<file path="config.mk">
export PLATFORM = sky130hd
export DESIGN_NAME = pit_timer
export DESIGN_NICKNAME = d
export VERILOG_FILES = /design/src/rtl/pit_pkg.sv /design/src/rtl/pit_prescaler.sv /design/src/rtl/pit_counter.sv /design/src/rtl/pit_ctrl.sv /design/src/rtl/pit_timer.sv
export SDC_FILE = /design/constraint.sdc
export NUM_CORES = 1
export LEC_CHECK = 0
export BUFFER_PORTS_ARGS = -buffer_cell sky130_fd_sc_hd__buf_2
export CAP_MARGIN = 20
export CORE_MARGIN = 8
export CORE_UTILIZATION = 40
export CTS_CLUSTER_DIAMETER = 150
export DETAILED_ROUTE_END_ITERATION = 7
export GPL_TIMING_DRIVEN = 0
export SLEW_MARGIN = 10
export SYNTH_ARGS = -nofsm -noshare
export SYNTH_HDL_FRONTEND = slang
export SYNTH_SLANG_ARGS = --single-unit
</file>
<file path="constraint.sdc">
create_clock -name clk -period 2.2 [get_ports clk]
set_input_delay 0.44 -clock clk [delete_from_list [all_inputs] [get_ports clk]]
set_output_delay 0.44 -clock clk [all_outputs]
set_load 0.05 [all_outputs]
</file>
<file path="src/rtl/pit_pkg.sv">
// Package: shared offsets, control-bit positions and configuration type for
// the periodic interval timer. Assumes an 8-bit register port.
package pit_pkg;
    localparam int BYTE_W = 8;

    typedef enum logic [2:0] {
        REG_CTRL   = 3'd0,
        REG_CNT_HI = 3'd1,
        REG_CNT_LO = 3'd2,
        REG_LIM_HI = 3'd3,
        REG_LIM_LO = 3'd4
    } pit_reg_e;

    localparam int BIT_FLAG  = 7;
    localparam int BIT_IE    = 6;
    localparam int BIT_HALT  = 5;
    localparam int BIT_CLEAR = 4;

    typedef struct packed {
        logic       ie;
        logic       halt;
        logic [2:0] rate;
    } pit_cfg_t;
endpackage

</file>
<file path="src/rtl/pit_prescaler.sv">
// Prescaler: a free-running counter that emits one-cycle ticks at bus/2^rate.
// Assumes rate codes above DIV_STAGES are clamped to DIV_STAGES, and that
// 2^RATE_W > DIV_STAGES.
module pit_prescaler #(
    parameter int RATE_W     = 3,
    parameter int DIV_STAGES = 6
) (
    input  logic              clk,
    input  logic              rst_n,
    input  logic              run,
    input  logic              clear,
    input  logic [RATE_W-1:0] rate,
    output logic              tick
);
    localparam logic [RATE_W-1:0] MAX_RATE = RATE_W'(DIV_STAGES);

    logic [DIV_STAGES-1:0] pre_q;
    logic [DIV_STAGES:0]   tap;
    logic [RATE_W-1:0]     eff_rate;

    // Tap k is high when the low k prescaler bits are all ones.
    assign tap[0] = 1'b1;
    for (genvar k = 1; k <= DIV_STAGES; k++) begin : g_tap
        assign tap[k] = &pre_q[k-1:0];
    end

    // Clamp rate codes beyond the last stage.
    always_comb begin
        eff_rate = (rate > MAX_RATE) ? MAX_RATE : rate;
    end

    assign tick = run & tap[eff_rate];

    // Advance the prescaler while running; the clear request wins.
    always_ff @(posedge clk) begin
        if (!rst_n)
            pre_q <= '0;
        else if (clear)
            pre_q <= '0;
        else if (run)
            pre_q <= pre_q + 1'b1;
    end
endmodule

</file>
<file path="src/rtl/pit_counter.sv">
// Counter and limit: counts ticks up to the limit, then wraps to zero and
// pulses wrap. The limit is loaded as a high byte held in a buffer and a low
// byte that commits both halves. Assumes CNT_W is twice the byte width.
module pit_counter #(
    parameter int CNT_W = 16
) (
    input  logic                    clk,
    input  logic                    rst_n,
    input  logic                    tick,
    input  logic                    clear,
    input  logic                    lim_hi_wr,
    input  logic                    lim_lo_wr,
    input  logic [pit_pkg::BYTE_W-1:0] wbyte,
    output logic [CNT_W-1:0]        count,
    output logic [CNT_W-1:0]        limit,
    output logic                    wrap
);
    localparam int HALF = CNT_W / 2;

    logic [HALF-1:0] hi_buf_q;

    assign wrap = tick & ~clear & (count == limit);

    // Count ticks; clear wins over a tick, and a match wraps to zero.
    always_ff @(posedge clk) begin
        if (!rst_n)
            count <= '0;
        else if (clear)
            count <= '0;
        else if (tick)
            count <= (count == limit) ? '0 : count + 1'b1;
    end

    // Hold the high byte of the limit until the low byte is written.
    always_ff @(posedge clk) begin
        if (!rst_n)
            hi_buf_q <= '1;
        else if (lim_hi_wr)
            hi_buf_q <= wbyte[HALF-1:0];
    end

    // Commit both halves of the limit on a low-byte write.
    always_ff @(posedge clk) begin
        if (!rst_n)
            limit <= '1;
        else if (lim_lo_wr)
            limit <= {hi_buf_q, wbyte[HALF-1:0]};
    end
endmodule

</file>
<file path="src/rtl/pit_ctrl.sv">
// Control state: enable, halt and rate fields, the sticky overflow flag, and
// the arm bit that records a control read made while the flag was set.
// Assumes at most one control access per cycle.
module pit_ctrl (
    input  logic              clk,
    input  logic              rst_n,
    input  logic              ctrl_wr,
    input  logic              ctrl_rd,
    input  logic              wr_flag_bit,
    input  pit_pkg::pit_cfg_t cfg_in,
    input  logic              wrap,
    output pit_pkg::pit_cfg_t cfg,
    output logic              flag,
    output logic              arm
);
    logic clr_ok;

    assign clr_ok = ctrl_wr & arm & ~wr_flag_bit;

    // Load the configuration fields on a control write; reset leaves the timer halted.
    always_ff @(posedge clk) begin
        if (!rst_n) begin
            cfg.ie   <= 1'b0;
            cfg.halt <= 1'b1;
            cfg.rate <= '0;
        end else if (ctrl_wr) begin
            cfg <= cfg_in;
        end
    end

    // Sticky flag: set by a wrap, cleared only by the armed write.
    always_ff @(posedge clk) begin
        if (!rst_n)
            flag <= 1'b0;
        else if (wrap)
            flag <= 1'b1;
        else if (clr_ok)
            flag <= 1'b0;
    end

    // Arm on a control read while the flag is set; any control write disarms.
    always_ff @(posedge clk) begin
        if (!rst_n)
            arm <= 1'b0;
        else if (ctrl_wr)
            arm <= 1'b0;
        else if (ctrl_rd && flag)
            arm <= 1'b1;
    end
endmodule

</file>
<file path="src/rtl/pit_timer.sv">
// Top: periodic interval timer with a byte register port. Decodes accesses,
// wires the prescaler, the counter and the control state, and muxes read data
// combinationally. Assumes single-cycle accesses qualified by bus_sel.
module pit_timer #(
    parameter int CNT_W      = 16,
    parameter int RATE_W     = 3,
    parameter int DIV_STAGES = 6,
    parameter int ADDR_W     = 3
) (
    input  logic              clk,
    input  logic              rst_n,
    input  logic              bus_sel,
    input  logic              bus_wr,
    input  logic [ADDR_W-1:0] bus_addr,
    input  logic [7:0]        bus_wdata,
    output logic [7:0]        bus_rdata,
    output logic              irq
);
    import pit_pkg::*;

    localparam int HALF = CNT_W / 2;

    logic              ctrl_wr, ctrl_rd, clr_cnt, lim_hi_wr, lim_lo_wr;
    logic              tick, wrap, flag, arm;
    logic              cfg_ie, cfg_halt;
    logic [RATE_W-1:0] cfg_rate;
    logic [CNT_W-1:0]  count, limit;
    pit_cfg_t          cfg, cfg_in;

    // Decode one access per cycle into register strobes.
    always_comb begin
        ctrl_wr   = bus_sel &  bus_wr & (bus_addr == ADDR_W'(REG_CTRL));
        ctrl_rd   = bus_sel & ~bus_wr & (bus_addr == ADDR_W'(REG_CTRL));
        lim_hi_wr = bus_sel &  bus_wr & (bus_addr == ADDR_W'(REG_LIM_HI));
        lim_lo_wr = bus_sel &  bus_wr & (bus_addr == ADDR_W'(REG_LIM_LO));
        clr_cnt   = ctrl_wr & bus_wdata[BIT_CLEAR];
    end

    // Collect the configuration fields from the write byte.
    always_comb begin
        cfg_in.ie   = bus_wdata[BIT_IE];
        cfg_in.halt = bus_wdata[BIT_HALT];
        cfg_in.rate = bus_wdata[2:0];
    end

    assign cfg_ie   = cfg.ie;
    assign cfg_halt = cfg.halt;
    assign cfg_rate = cfg.rate;

    pit_prescaler #(
        .RATE_W    (RATE_W),
        .DIV_STAGES(DIV_STAGES)
    ) u_pre (
        .clk  (clk),
        .rst_n(rst_n),
        .run  (~cfg_halt),
        .clear(clr_cnt),
        .rate (cfg_rate),
        .tick (tick)
    );

    pit_counter #(
        .CNT_W(CNT_W)
    ) u_cnt (
        .clk      (clk),
        .rst_n    (rst_n),
        .tick     (tick),
        .clear    (clr_cnt),
        .lim_hi_wr(lim_hi_wr),
        .lim_lo_wr(lim_lo_wr),
        .wbyte    (bus_wdata),
        .count    (count),
        .limit    (limit),
        .wrap     (wrap)
    );

    pit_ctrl u_ctl (
        .clk        (clk),
        .rst_n      (rst_n),
        .ctrl_wr    (ctrl_wr),
        .ctrl_rd    (ctrl_rd),
        .wr_flag_bit(bus_wdata[BIT_FLAG]),
        .cfg_in     (cfg_in),
        .wrap       (wrap),
        .cfg        (cfg),
        .flag       (flag),
        .arm        (arm)
    );

    // Return the addressed register byte in the access cycle.
    always_comb begin
        case (bus_addr)
            ADDR_W'(REG_CTRL):   bus_rdata = {flag, cfg_ie, cfg_halt, 2'b00, cfg_rate};
            ADDR_W'(REG_CNT_HI): bus_rdata = count[HALF +: 8];
            ADDR_W'(REG_CNT_LO): bus_rdata = count[0 +: 8];
            ADDR_W'(REG_LIM_HI): bus_rdata = limit[HALF +: 8];
            ADDR_W'(REG_LIM_LO): bus_rdata = limit[0 +: 8];
            default:             bus_rdata = 8'h00;
        endcase
    end

    assign irq = flag & cfg_ie;
endmodule

</file>
==> summary.txt <==
Floorplanning
  – Total Die Area: slightly below 10000 um2
  – Die Y: about 99 um
  – Starting Density: 40.7%
  – Core Area: approximately 6700 um2
  – Cell Rows: 30
  – IO Pins: 24
  – Die width: ~99 um

Timing
  – Clk_skew: approximately 0.0086 ns
  – Fin. max-slew vios: 0
  – RSZ-0062 raised after global routing: yes
  – Tcrit/Tclk final: 101%
  – Final worst slack: -0.0304 ns
  – Max-slew headroom: between 40% and 50%
  – Hold Fails Final Rpt: 0
  – Smallest hold slack: roughly 0.35 ns
  – Max Fclk: between 0.4 and 0.5 GHz
  – Fin crit period: about 2.2 ns
  – Final setup viols: 1
  – Slew @ Worst Pin: just under 0.8 ns

Synth
  – Ranking of synthesized cells by area: dfxtp_1 39%, nand2_1 8.1%, nand3_1 6.6%
  – Post-synthesis sequential area ratio: about two fifths
  – Post-synth top flop: dfxtp_1
  – Post-synth EDFFs: 0
  – Post-synth top area cell: dfxtp_1
  – Top cell type's share of synthesized area: about two fifths
  – Synth Instances: 336
  – Avg Cell Area, Syn: between 8 and 9 um2
  – Commonest cells post-synth: 59 x nand2_1, 53 x dfxtp_1, 36 x nand3_1
  – Top-count cell post-synth: nand2_1
  – Post-Syn Nets: around 360
  – Post-synth ARST share: 0%
  – Yosys cell types: 40
  – Post-Syn Area: approximately 2700 um2
  – #FFs+latches synth: 53
  – Syn. warnings: 0

Placed design
  – Number of port buffers: 22
  – Placed instance area: 3020 um2
  – Pre-CTS WS: -0.337 ns
  – Final Wtd Congestion: 0.881
  – Dpl hpwl: roughly 5500 um

Global route
  – Grt ovf: 0
  – Global-route wire length before repair: approximately 12000 um
  – Total track usage: ~16%
  – Initial antenna violation count: 0
  – Vias in the first global route: 2495
  – Pin count of the biggest net entering global routing: 18

Drt
  – DRC: 0
  – Routed wire per std cell: 16.5 um
  – Post-DRT Antenna Nets: 0
  – Final wirelength: 7460 um
  – DRT Pass-1 Iters: 6
  – Drt via density: 5.61
  – Via count: roughly 2500
  – DR iter-0 viols: 137

Status
  – Violated checks: setup timing
  – Outcome: complete, but fails checks

Power
  – Sw frac: 27.8%
  – Overall power: 1.81 mW
  – Pwr Density: roughly 540 nW/um2
  – P_leak: about 1.3 nW
  – Reg power frac: a little over half
  – Internal: about 1.3 mW
  – Worst vdd ir: 0.345 mV
  – P_sw: ~0.50 mW
  – Clk pwr share: around a third
  – Combinational Power Share: 12.3%

Setup path
  – Critical path launch point: u_pre.pre_q[0]$_SDFFE_PP0N_
  – CP Capture Type: register
  – Launching point of the worst reg2reg path: u_pre.pre_q[0]$_SDFFE_PP0N_
  – Crit Path Max Fanout: 7
  – Critical path type: reg -> reg
  – Crit path launch type: register
  – Worst Path Arrival: approximately 2.5 ns
  – Req. time, crit path: between 2 and 2.5 ns
  – Worst Reg-to-Reg Cells: 10

Cells and area
  – Area occupied by multi-input gates: approximately 1800 um2
  – Register area: around 1100 um2
  – Layout cells sized above 1: ~23%
  – Nets: ~390
  – Fillers: a little under 700
  – Ant. Diodes: 0
  – Layout Cell Area excl Fill: about 3400 um2
  – Synth-to-layout area growth: 23.3%

Clock tree
  – Worst-Skew Late Latency: about 0.31 ns
  – CTS sink count: 53
  – CTS H-Tree Depth: 2
  – Reg clk slew, reported paths: ~0.1 ns
  – CTS tree: yes
  – CTS buffer count: 5
  – Maximum buffer depth of the clock tree: 2
  – CTS Root Buffer Type: clkbuf_8
  – Hold Buf Count CTS: 0

Worst hold path
  – Hold Path Stages: 3
  – Hold path startpoint: bus_wdata[3]
  – HP Class: in -> reg

Run
  – Max_cap viols: 0
kinds of logic (layout without fill, tap and decap cells):
family | after synthesis | count (layout) | share of synthesized area, %
AO/OA/AOI/OAI | 57 | 57 | 13.1
XOR/XNOR | 22 | 22 | 7.08
adder cells (fa/ha/maj) | 4 | 4 | 1.84
buffers and inverters | 25 | 62 | 4.18
flip-flops | 53 | 53 | 39.0
multiplexers | 18 | 18 | 6.66
AND/OR/NAND/NOR | 157 | 157 | 28.1
power by group through the flow:
stage,registers [mW],clock network (mW),logic (mW)
2_1_floorplan,1.00,0,0.149
3_3_place_gp,1.00,0,0.206
3_5_place_dp,1.01,0,0.208
4_1_cts,0.982,0.620,0.220
5_1_grt,0.984,0.658,0.242
6_report,0.982,0.608,0.223
worst paths after layout:
kind,end,slack [ns]
max reg2reg,u_cnt.count[14]$_SDFFE_PP0P_,-0.03
max,u_cnt.count[14]$_SDFFE_PP0P_,-0.03
min,u_cnt.limit[3]$_SDFFE_PN1P_,0.35
min reg2reg,u_ctl.arm$_SDFFE_PP0P_,0.46
critical path, stage by stage (launching register included):
cell	delay, ns
dfxtp_4	0.37
ha_4	0.13
and3_4	0.20
ha_4	0.12
mux2_4	0.14
o21ai_2	0.06
or3_4	0.35
buf_6	0.14
buf_8	0.12
or4_1	0.39
a21oi_1	0.13
final cells by class:
cell class	count	share of cell area [%]
Clock buffer	6	2.46
Multi-Input combinational cell	258	52.5
Timing Repair Buffer	32	5.63
Clock inverter	2	0.522
Inverter	5	0.559
Buffer	17	3.58
Tap cell	80	2.98
Sequential cell	53	31.7
per-layer routing:
| metal | track usage, % | share of wire, % |
|---|---|---|
| met5 | 0 | 0 |
| met4 | 2.95 | 0.62 |
| met3 | 2.75 | 2.7 |
| met2 | 26.5 | 49 |
| met1 | 20.2 | 48 |
stage by stage:
stage,TNS (ns),instances,utilization (%)
floorplan,-0.0555,336,-
global placement,-6.12,438,45.2
detailed placement,-6.79,438,45.2
CTS,-0.0501,453,49.3
global route,-0.752,453,50.3
finish,-0.0304,453,50.3
sequential cells by signal, summed over array words and instances, names as in the netlist:
register / cells
u_cnt.limit: 16
u_cnt.count: 16
u_ctl.flag: 1
u_cnt.hi_buf_q: 8
u_ctl.arm: 1
u_ctl.cfg: 5
u_pre.pre_q: 6
layout by cell type, fill, tap and decap left out, types with 3 or more instances in the layout:
master,synthesis,routed
nand2_1,59,59
xnor2_1,3,3
xor2_1,19,19
clkbuf_8,0,6
a21oi_1,26,25
nor4_1,4,4
o21ai_2,0,4
or3_1,4,3
nor2_1,21,21
clkbuf_1,15,8
mux2i_1,17,17
buf_6,2,3
inv_1,5,5
buf_2,1,24
or4_1,8,6
buf_4,1,10
o211ai_1,3,3
o22ai_2,0,7
o31ai_2,0,5
dfxtp_1,53,51
nand3_1,36,36
nor2b_1,4,4
o31ai_4,0,4
nand4_1,8,8
timing repair:
| action | in CTS | in global routing |
|---|---|---|
| gates resized for setup | 25 | 14 |
| pin swaps | 26 | 14 |
| setup endpoints to repair | 25 | 19 |
| setup buffers | 7 | 2 |
| gates cloned | 1 | 0 |
Power figures use the tool's default switching activity.
